$ cat src/rtl/smba_pkg.sv
package smba_pkg;

    localparam int          ADDR_W    = 7;
    localparam int          BYTE_W    = ADDR_W + 1;
    localparam logic [ADDR_W-1:0] RESP_ADDR = 7'h0C;

    typedef enum logic [2:0] {
        ST_IDLE,
        ST_ADDR,
        ST_ADDR_END,
        ST_ACK,
        ST_DATA,
        ST_NACK
    } resp_st_e;

    typedef struct packed {
        logic sda;
        logic scl_rise;
        logic scl_fall;
        logic start;
        logic stop;
    } bus_ev_t;

    function automatic logic [BYTE_W-1:0] resp_addr_byte();
        return {RESP_ADDR, 1'b1};
    endfunction

    function automatic logic [BYTE_W-1:0] reply_byte(input logic [ADDR_W-1:0] a);
        return {a, 1'b1};
    endfunction

endpackage

$ cat src/rtl/smba_sync.sv
module smba_sync
    import smba_pkg::*;
#(
    parameter int SYNC_STAGES = 2
) (
    input  logic    clk,
    input  logic    rst,
    input  logic    scl_i,
    input  logic    sda_i,
    output bus_ev_t ev
);
    localparam int TOP = SYNC_STAGES - 1;

    logic [TOP:0] scl_pipe, sda_pipe;
    logic         scl_d, sda_d;
    logic         scl_s, sda_s;

    always_ff @(posedge clk) begin
        if (rst) begin
            scl_pipe <= '1;
            sda_pipe <= '1;
            scl_d    <= 1'b1;
            sda_d    <= 1'b1;
        end else begin
            scl_pipe <= {scl_pipe[TOP-1:0], scl_i};
            sda_pipe <= {sda_pipe[TOP-1:0], sda_i};
            scl_d    <= scl_pipe[TOP];
            sda_d    <= sda_pipe[TOP];
        end
    end

    assign scl_s = scl_pipe[TOP];
    assign sda_s = sda_pipe[TOP];

    always_comb begin
        ev.sda      = sda_s;
        ev.scl_rise = scl_s & ~scl_d;
        ev.scl_fall = ~scl_s & scl_d;
        ev.start    = scl_s & scl_d & sda_d & ~sda_s;
        ev.stop     = scl_s & scl_d & ~sda_d & sda_s;
    end
endmodule

$ cat src/rtl/smba_status.sv
module smba_status #(
    parameter int N_STATUS = 8
) (
    input  logic                clk,
    input  logic                rst,
    input  logic [N_STATUS-1:0] status_i,
    input  logic [N_STATUS-1:0] enable_i,
    input  logic                clear_i,
    input  logic                win_i,
    output logic [N_STATUS-1:0] status_q_o,
    output logic                pending_o
);
    logic [N_STATUS-1:0] fresh;
    logic                raise;

    always_comb begin
        fresh = status_i & enable_i & ~status_q_o;
        raise = |fresh;
    end

    always_ff @(posedge clk) begin
        if (rst || clear_i) begin
            status_q_o <= '0;
            pending_o  <= 1'b0;
        end else begin
            status_q_o <= status_q_o | status_i;
            if (raise)
                pending_o <= 1'b1;
            else if (win_i)
                pending_o <= 1'b0;
        end
    end
endmodule

$ cat src/rtl/smba_fsm.sv
module smba_fsm
    import smba_pkg::*;
(
    input  logic              clk,
    input  logic              rst,
    input  bus_ev_t           ev,
    input  logic              pending_i,
    input  logic [ADDR_W-1:0] dev_addr_i,
    output logic              sda_pull_o,
    output logic              win_o
);
    resp_st_e          st;
    logic [2:0]        cnt;
    logic [BYTE_W-1:0] shreg;
    logic [BYTE_W-1:0] tx;

    always_ff @(posedge clk) begin
        if (rst) begin
            st         <= ST_IDLE;
            cnt        <= '0;
            shreg      <= '0;
            tx         <= '1;
            sda_pull_o <= 1'b0;
            win_o      <= 1'b0;
        end else begin
            win_o <= 1'b0;
            if (ev.start) begin
                st         <= ST_ADDR;
                cnt        <= '0;
                sda_pull_o <= 1'b0;
            end else if (ev.stop) begin
                st         <= ST_IDLE;
                sda_pull_o <= 1'b0;
            end else begin
                case (st)
                    ST_ADDR: if (ev.scl_rise) begin
                        shreg <= {shreg[BYTE_W-2:0], ev.sda};
                        if (cnt == 3'd7) st <= ST_ADDR_END;
                        else             cnt <= cnt + 3'd1;
                    end
                    ST_ADDR_END: if (ev.scl_fall) begin
                        if (shreg == resp_addr_byte() && pending_i) begin
                            sda_pull_o <= 1'b1;
                            st         <= ST_ACK;
                        end else begin
                            st <= ST_IDLE;
                        end
                    end
                    ST_ACK: if (!pending_i) begin
                        sda_pull_o <= 1'b0;
                        st         <= ST_IDLE;
                    end else if (ev.scl_fall) begin
                        tx         <= reply_byte(dev_addr_i);
                        cnt        <= 3'd7;
                        sda_pull_o <= ~dev_addr_i[ADDR_W-1];
                        st         <= ST_DATA;
                    end
                    ST_DATA: if (!pending_i) begin
                        sda_pull_o <= 1'b0;
                        st         <= ST_IDLE;
                    end else if (ev.scl_rise) begin
                        if (cnt != 3'd0 && !sda_pull_o && !ev.sda)
                            st <= ST_IDLE;
                    end else if (ev.scl_fall) begin
                        if (cnt == 3'd0) begin
                            sda_pull_o <= 1'b0;
                            win_o      <= 1'b1;
                            st         <= ST_NACK;
                        end else begin
                            cnt        <= cnt - 3'd1;
                            sda_pull_o <= ~tx[cnt - 3'd1];
                        end
                    end
                    ST_NACK: sda_pull_o <= 1'b0;
                    default: begin
                        st         <= ST_IDLE;
                        sda_pull_o <= 1'b0;
                    end
                endcase
            end
        end
    end
endmodule

$ cat src/rtl/smb_alert_resp.sv
module smb_alert_resp
    import smba_pkg::*;
#(
    parameter int N_STATUS    = 8,
    parameter int SYNC_STAGES = 2
) (
    input  logic                clk,
    input  logic                rst,
    input  logic                scl_i,
    input  logic                sda_i,
    input  logic [N_STATUS-1:0] status_i,
    input  logic [N_STATUS-1:0] enable_i,
    input  logic [ADDR_W-1:0]   dev_addr_i,
    input  logic                clear_i,
    output logic                sda_pull_o,
    output logic                alert_pull_o,
    output logic [N_STATUS-1:0] status_q_o
);
    bus_ev_t ev;
    logic    pending;
    logic    win;

    smba_sync #(.SYNC_STAGES(SYNC_STAGES)) u_sync (
        .clk   (clk),
        .rst   (rst),
        .scl_i (scl_i),
        .sda_i (sda_i),
        .ev    (ev)
    );

    smba_status #(.N_STATUS(N_STATUS)) u_status (
        .clk        (clk),
        .rst        (rst),
        .status_i   (status_i),
        .enable_i   (enable_i),
        .clear_i    (clear_i),
        .win_i      (win),
        .status_q_o (status_q_o),
        .pending_o  (pending)
    );

    smba_fsm u_fsm (
        .clk        (clk),
        .rst        (rst),
        .ev         (ev),
        .pending_i  (pending),
        .dev_addr_i (dev_addr_i),
        .sda_pull_o (sda_pull_o),
        .win_o      (win)
    );

    assign alert_pull_o = pending;
endmodule

$ cat config.mk
export PLATFORM = sky130hd
export DESIGN_NAME = smb_alert_resp
export DESIGN_NICKNAME = d
export VERILOG_FILES = /design/src/rtl/smba_pkg.sv /design/src/rtl/smba_sync.sv /design/src/rtl/smba_status.sv /design/src/rtl/smba_fsm.sv /design/src/rtl/smb_alert_resp.sv
export SDC_FILE = /design/constraint.sdc
export NUM_CORES = 1
export LEC_CHECK = 0
export BUFFER_PORTS_ARGS = -buffer_cell sky130_fd_sc_hd__buf_4
export CAP_MARGIN = 20
export CORE_UTILIZATION = 50
export CTS_CLUSTER_DIAMETER = 60
export CTS_CLUSTER_SIZE = 28
export DETAILED_ROUTE_END_ITERATION = 10
export PLACE_DENSITY = 0.85
export SLEW_MARGIN = 20
export SYNTH_ARGS = -nofsm -noshare
export SYNTH_HDL_FRONTEND = slang
export SYNTH_SLANG_ARGS = --single-unit
$ cat constraint.sdc
create_clock -name clk -period 3 [get_ports clk]
set_input_delay 0.45 -clock clk [delete_from_list [all_inputs] [get_ports clk]]
set_output_delay 0.45 -clock clk [all_outputs]
set_load 0.005 [all_outputs]
==> impl_results.md <==
* Status: complete, no violations
* Crit path from: u_fsm.cnt[0]
* TritonCTS clock tree: done
* DRT iter0 DRCs at 92
* F_max at between 400 and 500 MHz
* Clock buffer count from CTS at 5
* Share of layout cells above drive strength 1 at 0.230
* CP Max Fanout at 6
* Via count at approximately 1600
* Reg2reg start: u_fsm.cnt[0]
* Post-synth top area cell: dfxtp_1
* Final GP Congestion at ~0.91
* Hold Path Sink: u_sync.sda_pipe[0]
* CP max stage cell: dfxtp_1
* Reg clk slew, reported paths at about 0.07 ns
* IO buf count at 37
* RSZ-0062 raised after global routing: false
* H-tree Lvls at 2
* Die width at about 64 um
* Max cap viols at 0
* Max-slew violation count at 0
* Yosys reg bits at 38
* Clock root buffer master: clkbuf_8
* Hold Slack at between 0.3 and 0.4 ns
* 1st-pass router iterations at 4
* P&R area growth vs syn at 20.8%
* Worst path max stage delay at 0.44 ns
* Leak Pwr at 0.879 nW
* Die footprint at about 0.004 mm^2
* Post-synthesis cell type count at between 50 and 60
* Worst Tran Pin Value at 0.678 ns
* Vias in the first global route at between 1500 and 2000
* PD cells at 420 mW/mm^2
* Reg2Reg Setup Slack at between 0.8 and 0.9 ns
* Final Hold Fails at 0
* # nets final at between 200 and 300
* Syn Nets at roughly 240
* Antenna-violating nets left at 0
* DP Worst Slack at around 0.89 ns
* Total power at 0.000964 W
* Ranking of synthesized cells by area: dfxtp_1 (40%), mux2i_1 (8.4%), nand2_1 (5.9%), ha_1 (4.6%), o21a_1 (3.6%)
* Top_reg_cell synth: dfxtp_1
* Final wirelength at ~4000 um
* Hold Crit Class: in -> reg
* Hold buffers post-CTS at 0
* Post-synth ARST share at 0
* HP Start: sda_i
* Worst Setup End Kind: flip-flop
* Largest buffer count on any clock path at 2
* Core Region at between 0.003 and 0.004 mm^2
* Setup violators final at 0
* Psw at 0.000218 W
* Setup TNS at 0 ns
* Part of the cycle the worst path needs at 0.714
* Power share of the clock group at 0.373
* Period minus WS final at 2.14 ns
* Pint at about 0.00075 W
* DRC viols at 0
* Critical path arrival at 2.36 ns
* First-pass GRT wire length at 6960 um
* Post-Syn Instances at about 210
* Largest net degree at the start of global routing at 17
* Delay-heaviest family, CP: compound AO/OA/AOI/OAI gates
* Max VDD drop at slightly above 0.0004 V
* Critical path class: reg -> reg
* Initial antenna violation count at 0
* Worst path cell trace: inv_1, ha_1, mux4_2, nor4b_1, o311ai_0, a211oi_1
* PostCTS Resize Cnt at 0
* # diodes at 0
* Post-CTS setup buffer count at 0
* Sequential area share after synthesis at 0.401
* Worst r2r dst: u_fsm.sda_pull_o
* Worst Hold Depth at 2
* Number of synthesized flops with an enable pin at 0
* Clock tree sinks at 38
* Crit path buf inv count at 1
* Area fraction of the dominant cell type after synthesis at 0.401
* Total Routing Usage GR at 0.222
* Fillers at 308
* Switching Fraction at 0.226
* Gr ovfl total at 0
* Clock Latency Late Sink at 0.29 ns
* Wirelength per Cell at about 13 um
* Instance count on the critical path at 6
* Fin worst setup slack at between 0.8 and 0.9 ns
* IO Count at 38
* Initial Utilization at 0.518
* Syn. warnings at 0
* Relative slew slack at 0.546
* Combinational share of power at 0.084
* Seq pwr share at 0.542
* Detailed Place HPWL at ~3100 um
* Register-to-Register Path Depth at 6
* Fin Clk Skew at roughly 0.0086 ns
* Worst EP required at 3.21 ns
* Synthesized area at between 0.0015 and 0.002 mm^2
* Mapped Avg Cell Area at between 9 and 10 um^2
* Nature of the critical path startpoint: flip-flop
* Die height at approximately 64 um
* Site row count at 22
* DR vias/cell at about 5.5
-- metal layers --
layer / track usage / share of wire / vias to the layer above
met3: 0.0707 / 0.050 / 10
met5: 0 / 0 / -
met4: 0.111 / 0.020 / 0
met1: 0.254 / 0.44 / 760
li1: - / - / 816
met2: 0.370 / 0.49 / 38
-- metrics by stage --
stage	std cells	util	instance area (um^2)
global route	296	0.626	2290
floorplan	209	-	1900
global placement	288	0.601	2200
detailed placement	288	0.601	2200
CTS	296	0.626	2290
finish	296	0.626	2290
-- power groups by stage --
stage               clock (W)  combinational (W)  sequential [W]
floorplan                   0          0.0000349        0.000533
global placement            0          0.0000798        0.000534
detailed placement          0          0.0000811        0.000534
CTS                  0.000370          0.0000816        0.000522
global route         0.000391          0.0000899        0.000524
finish               0.000359          0.0000814        0.000523
-- kinds of logic after synthesis --
| logic type | Yosys count | share of synthesized area |
|---|---|---|
| buf+inv | 18 | 0.0442 |
| fa+ha+maj | 7 | 0.0461 |
| simple gates | 83 | 0.227 |
| xor+xnor | 2 | 0.00923 |
| mux | 17 | 0.0962 |
| flops | 38 | 0.401 |
| compound gates | 44 | 0.177 |
-- final cells by class --
cell class | count | area [um^2] | share of cell area
Tap cell | 48 | 60.1 | 0.0262
Inverter | 11 | 41.3 | 0.0180
Clock inverter | 1 | 5.00 | 0.00218
Sequential cell | 38 | 761 | 0.332
Timing Repair Buffer | 38 | 285 | 0.124
Clock buffer | 7 | 86.3 | 0.0377
Multi-Input combinational cell | 153 | 1050 | 0.460
-- synth_stat cells, types with 3 or more instances --
cell      instances
nand3b_1          3
inv_1            10
ha_1              7
nand2_1          30
nor2_1           14
o21a_1            9
buf_2             4
or2_2             6
a21oi_1           8
o22ai_1           3
and2_1            3
nor3b_1           3
mux2i_1          16
o21ai_0           5
nor3_1            4
dfxtp_1          38
-- state kept, by name, indices dropped and copies added (netlist names), 2 cells and up --
signal / flops
u_fsm.st: 3
u_fsm.tx: 7
u_fsm.shreg: 8
u_fsm.cnt: 3
u_sync.sda_pipe: 2
u_sync.scl_pipe: 2
u_status.status_q_o: 8
-- worst max-delay path by stage --
| stage | slack [ns] | end |
|---|---|---|
| floorplan | 1.10 | u_fsm.st[1] |
| global placement | 0.94 | u_fsm.sda_pull_o |
| detailed placement | 0.89 | u_fsm.sda_pull_o |
| CTS | 0.86 | u_fsm.sda_pull_o |
| global route | 0.79 | u_fsm.sda_pull_o |
| finish | 0.86 | u_fsm.sda_pull_o |
-- cell usage in the layout (no fill, tap or decap), types with 2 or more instances in the layout --
cell,count
and3_1,2
nor2_1,14
nor3b_1,3
or2_2,6
nand2b_1,2
o22ai_1,3
buf_4,38
nor3_1,4
xor2_1,2
nand3b_1,3
nand2_1,30
a21oi_1,8
nand3_1,2
a31oi_1,2
o221ai_1,2
dfxtp_1,38
nor4b_1,2
ha_1,7
o21ai_0,5
inv_1,10
or3b_1,2
mux2i_1,16
and2_1,3
clkbuf_8,6
nor2b_1,2
o21a_1,9
a311oi_1,2
a211oi_1,2
Power figures use the tool's default switching activity.
